### config.mk
export PLATFORM = sky130hd
export DESIGN_NAME = pedsub_requant
export DESIGN_NICKNAME = d
export VERILOG_FILES = /design/src/rtl/pedsub_requant.sv
export SDC_FILE = /design/constraint.sdc
export NUM_CORES = 2
export LEC_CHECK = 0
export ABC_CLOCK_PERIOD_IN_PS = 8500
export BUFFER_PORTS_ARGS = -buffer_cell sky130_fd_sc_hd__clkbuf_2
export CAP_MARGIN = 20
export CORE_MARGIN = 2
export CORE_UTILIZATION = 45
export CTS_BUF_LIST = sky130_fd_sc_hd__clkbuf_2 sky130_fd_sc_hd__clkbuf_4 sky130_fd_sc_hd__clkbuf_8
export CTS_CLUSTER_SIZE = 24
export DETAILED_ROUTE_END_ITERATION = 10
export PLACE_DENSITY = 0.65
export SLEW_MARGIN = 20
export SYNTH_ARGS = -nofsm -noshare
export SYNTH_HDL_FRONTEND = slang
export SYNTH_SLANG_ARGS = --single-unit
### constraint.sdc
create_clock -name clk -period 8.5 [get_ports clk]
set_input_delay 2.55 -clock clk [delete_from_list [all_inputs] [get_ports clk]]
set_output_delay 2.55 -clock clk [all_outputs]
set_load 0.005 [all_outputs]
### src/rtl/pedsub_requant.sv
module pedsub_requant #(
  parameter int SAMPLE_W = 10,
  parameter int CHAN_W   = 8,
  parameter int OUT_W    = 8
) (
  input  logic                clk,
  input  logic                rst_n,
  input  logic                smp_valid,
  input  logic [SAMPLE_W-1:0] smp_data,
  input  logic [CHAN_W-1:0]   smp_chan,
  input  logic                sub_en,
  input  logic [1:0]          scale_mode,
  input  logic                ped_we,
  input  logic [CHAN_W-1:0]   ped_addr,
  input  logic [SAMPLE_W-1:0] ped_wdata,
  output logic                res_valid,
  output logic [OUT_W-1:0]    res_data
);

  localparam int DIFF_W = SAMPLE_W + 1;
  localparam int DEPTH  = 1 << CHAN_W;
  localparam logic signed [DIFF_W-1:0] SAT_HI = DIFF_W'((1 <<< (OUT_W-1)) - 1);
  localparam logic signed [DIFF_W-1:0] SAT_LO = DIFF_W'(-(1 <<< (OUT_W-1)));

  logic [SAMPLE_W-1:0] ped_mem [DEPTH];
  logic [SAMPLE_W-1:0] ped_rd;
  logic [SAMPLE_W-1:0] smp_q;
  logic                vld_q;
  logic                en_q;
  logic [1:0]          mode_q;
  logic [SAMPLE_W-1:0] ped_eff;
  logic signed [DIFF_W-1:0] diff_s;
  logic [OUT_W-1:0]    red;

  always_ff @(posedge clk) begin
    if (ped_we) ped_mem[ped_addr] <= ped_wdata;
    ped_rd <= ped_mem[smp_chan];
  end

  always_ff @(posedge clk) begin
    smp_q  <= smp_data;
    en_q   <= sub_en;
    mode_q <= scale_mode;
    if (!rst_n) vld_q <= 1'b0;
    else        vld_q <= smp_valid;
  end

  assign ped_eff = en_q ? ped_rd : {SAMPLE_W{1'b0}};
  assign diff_s  = $signed({1'b0, smp_q}) - $signed({1'b0, ped_eff});

  always_comb begin
    case (mode_q)
      2'd0: begin
        if (diff_s > SAT_HI)      red = SAT_HI[OUT_W-1:0];
        else if (diff_s < SAT_LO) red = SAT_LO[OUT_W-1:0];
        else                      red = diff_s[OUT_W-1:0];
      end
      2'd1:    red = diff_s[OUT_W:1];
      2'd2:    red = diff_s[OUT_W+1:2];
      default: red = diff_s[OUT_W+2:3];
    endcase
  end

  always_ff @(posedge clk) begin
    if (!rst_n) begin
      res_valid <= 1'b0;
      res_data  <= '0;
    end else begin
      res_valid <= vld_q;
      if (vld_q) res_data <= red;
    end
  end

endmodule

* Word level (Yosys, flattened, before mapping) *
Memory sizes are Yosys's and may differ from the RTL's. A register that Yosys moved wholly into a read port is not among the register bits.
Cells that the tools add are included.

storage, ports and cells
  bits in registers = 23
  RAM bits = 2560
  output and inout port bits = 9
  logic and storage cells = 19
  memories = 1

memories
  memory   words  width  rd ports  clocked after Yosys merged registers in  write ports  line  RTL
  ped_mem  256    10     1         1                                        1            25    logic [SAMPLE_W-1:0] ped_mem [DEPTH];

operators by class
  $add $sub $neg = 1
  $lt $le $gt $ge = 2
  eq/ne operators = 2
  mux-type cells = 6
  reduce and logical (&&, ||, !) cells = 1

operator list
  cell                                                                   count
  8-bit case mux with 3 select lines                                     1
  8-bit two-way mux                                                      2
  11-bit by 8-bit > comparator with 1-bit output, second input constant  1
  11-bit by 8-bit < comparator with 1-bit output, second input constant  1
  10-bit by 10-bit subtractor with 11-bit output                         1
  10-bit two-way mux                                                     1
  2-bit by 1-bit == test with 1-bit output, second input constant        1
  2-bit == test, second input constant                                   1
  2-bit zero test                                                        1
  1-bit two-way mux                                                      2

* Logic depth before layout (Yosys ltp) *
  depth in word-level cells = 6
  depth in mapped cells = 12
  mapped depth without buffers = 11

* Worst setup path before layout *
Ideal clock, no wire load.

  path type = input -> register
  from = in ped_addr[3]
  to = mem ped_mem[235][0], enable pin
  library setup time = 0.376 ns
  arrival = 4.078 ns
  required time = 8.124 ns
  setup slack = 4.045 ns
  stages = 6
  path buffers = 3
  cell sequence = clkbuf_1 nor2b_1 clkbuf_1 nand4_1 clkbuf_1 nor2_1

RTL lines
  element          line  RTL
  start, declared  14    input logic [CHAN_W-1:0] ped_addr,
  end, declared    25

No word-level cell before the write port.

==> summary.txt <==
Hold-fix buffers, CTS - 0
Sequential Power Share - 55.6%
maximum net fanout on the critical path - 73
worst-case vdd ir drop - 0.1938 mV
iteration-0 DRC count of the detailed router - 6057
cts repair resizes - 0
number of iterations in the first detailed-routing pass - 6
overflow left after global routing - 0
post-synthesis sequential element count - 2593
area enclosed by the die boundary - 225000 um2
share of the clock period used by the worst path - 58.35%
top cell type's share of synthesized area - 77.21%
placed cell areas - 103400 um2
ys async rst share - 0%
net count of the mapped netlist - 4519
Tightest Pin Transition - 1.238 ns
Pwr Density - 228.7 nW/um2
status - finished clean
most common library cell in the layout ignoring fill and taps - edfxtp_1
Area Growth Syn to Fin - 11.71%
pin count of the biggest net entering global routing - 212
synth warn - 0
Std-Cell Rows - 172
number of vias in the routed layout - 47850
wire length per cell - 30.03 um
Critical Path Start Type - input port
ranking of synthesized cells by area - edfxtp_1, mux4_2, mux2i_1
simple-gate share of the synthesized area - 2.236%
final setup violating endpoints - 0
headroom to the max-slew limit - 16.71%
Setup TNS Final - 0 ns
post-route cell area - 111200 um2
largest family of logic cells by synthesized area - multiplexers
average cell area after synthesis - 22.30 um2
Clock transition at path regs - 0.06 ns
Post-Layout Cell Count - 8054
setup repair after global routing missed its margin - false
filler cell count in the final layout - 17270
Nets - 4848
internal power - 19.93 mW
drc violations - 0
vias in the first global route - 47950
vias per std cell - 5.941
share of cells above drive strength 1 - 29.24%
reported leakage power - 34.41 nW
final-report hold violation count - 0
global routing usage summed across all routing layers - 21.43%
CTS tree - done
sum of net half-perimeters after detailed placement - 143600 um
critical path required time - 9.46 ns
total number of H-tree levels - 5
number of buffers between clock root and the deepest sink - 4
cell chosen for the clock root - clkbuf_8
class of the worst hold path - flop to flop
Design Power - 25.44 mW
part of the Yosys area used for sequential elements - 77.88%
most used cells in the layout excluding fill and tap cells - edfxtp_1, mux4_2, clkbuf_8
total length of routed wires - 241900 um
area taken by flip-flops and latches - 77530 um2
Sinks on Clock Net - 2593
final RePlAce weighted congestion - 0.8478
first-pass GRT wire length - 345000 um
starting utilization of the core area - 45.31%
Synth Area in Adders - 0.1458%
area of combinational cells with multiple inputs - 20710 um2
post-synthesis instance total - 4465
most used flip-flop cell after synthesis - edfxtp_1
initial antenna violation count - 15
IO Pins - 52
cell type of the slowest stage on the worst timing path - buf_8
Max stage delay on crit path - 0.58 ns
share of total power in combinational logic - 4.9%
multiplexer area fraction after synthesis - 16.13%
crit path setup slack, layout - 3.540 ns
proportion of total power due to net switching - 21.68%
Die W - 474.4 um
Worst Path Arrival - 5.92 ns
xor and xnor fraction of the mapped netlist area - 0.07038%
power spent charging and discharging nets - 5.515 mW
final critical path time including I/O delays and setup - 4.960 ns
Peak Freq - 0.2016 GHz
Clk network pwr share - 39.5%
Core Area - 219700 um2
largest area contributor in the netlist - edfxtp_1
buffers inserted during post-CTS setup optimization - 0
Crit. End Element - flop
total of buffers placed on input and output ports - 51
number of enable flip-flop cells after synthesis - 2560
cells traversed along the worst timing path - buf_8, buf_12, buf_4, mux4_2, mux2i_1, a22oi_1, nand4_1, nor4_2
total instance count after detailed placement - 7328
Critical Setup Path Class - input port to flop
mapped cell area - 99560 um2
chip height - 474.4 um
Worst R2R Setup Slack - 5.01 ns
Clock Latency Late Sink - 1.09 ns
remaining antenna violation count after routing - 0
Post-Route Skew - 0.07573 ns
Yosys cell types - 53
compound-cell area share of the yosys netlist - 2.082%
max-cap viol count - 0
final count of pins violating max slew - 0
dpl ws - 2.356 ns
number of buffers inserted during clock tree synthesis - 415
path summary, 6_finish.rpt:
kind / startpoint / to / cells past startpoint
max reg2reg: ped_rd[0] / res_data[0] / 11
min: res_data[6] / res_data[6] / 2
max: smp_chan[0] / ped_rd[7] / 8
min reg2reg: res_data[6] / res_data[6] / 2
registers in the layout, indices dropped and copies added (netlist names):
| name | count |
|---|---|
| res_valid | 1 |
| ped_mem | 2560 |
| ped_rd | 10 |
| smp_q | 10 |
| en_q | 1 |
| vld_q | 1 |
| mode_q | 2 |
| res_data | 8 |
logic make-up (layout without fill, tap and decap cells):
logic type / Yosys count / count (layout)
flip-flops: 2593 / 2593
buffers and inverters: 258 / 879
multiplexers: 804 / 804
AND/OR/NAND/NOR: 480 / 480
other: 0 / 10
AO/OA/AOI/OAI: 311 / 311
adder cells (fa/ha/maj): 11 / 11
XOR/XNOR: 8 / 8
through the flow:
stage | util, % | hold slack (ns)
2_1_floorplan | - | 0.5179
3_3_place_gp | 47.03 | 0.5182
3_5_place_dp | 47.06 | 0.5285
4_1_cts | 50.55 | 0.5446
5_1_grt | 50.62 | 0.5799
6_report | 50.62 | 0.5530
worst max-delay path: cells and delay by family:
family | cells | cell delay, ns
multiplexers | 2 | 0.49
AND/OR/NAND/NOR | 2 | 0.78
buffers and inverters | 3 | 1.50
AO/OA/AOI/OAI | 1 | 0.39
synth_stat cells (33+ instances only):
master    instances
edfxtp_1       2560
mux4_2          640
nor2_1          282
o22ai_1         183
mux2i_1         161
clkbuf_1         94
a22oi_1          81
buf_2            65
buf_4            43
nand2_1          43
nor4_1           41
dfxtp_1          33
cell type report:
class                      instances  area share (%)
timing repair buffer             163           1.396
tap                             2958           3.328
clock buffer                     564           6.192
clock inverter                   145          0.7020
sequential                      2593           69.71
inverter                           7         0.02363
antenna                           10         0.02250
multi-input combinational       1614           18.62
per-layer routing:
layer / global-route usage [%] / share of wire, %
met2: 33.29 / 48
met5: 0 / 0.010
met3: 4.675 / 8.7
met4: 8.259 / 3.6
met1: 29.81 / 40
power groups by stage:
stage / logic [mW] / clock network (mW) / registers (mW)
6_report: 1.25 / 10.1 / 14.1
2_1_floorplan: 0.721 / 0 / 14.4
4_1_cts: 1.26 / 10.2 / 14.1
3_5_place_dp: 1.25 / 0 / 14.4
5_1_grt: 1.32 / 10.8 / 14.1
3_3_place_gp: 1.24 / 0 / 14.4
(Power assumes the default switching activity.)
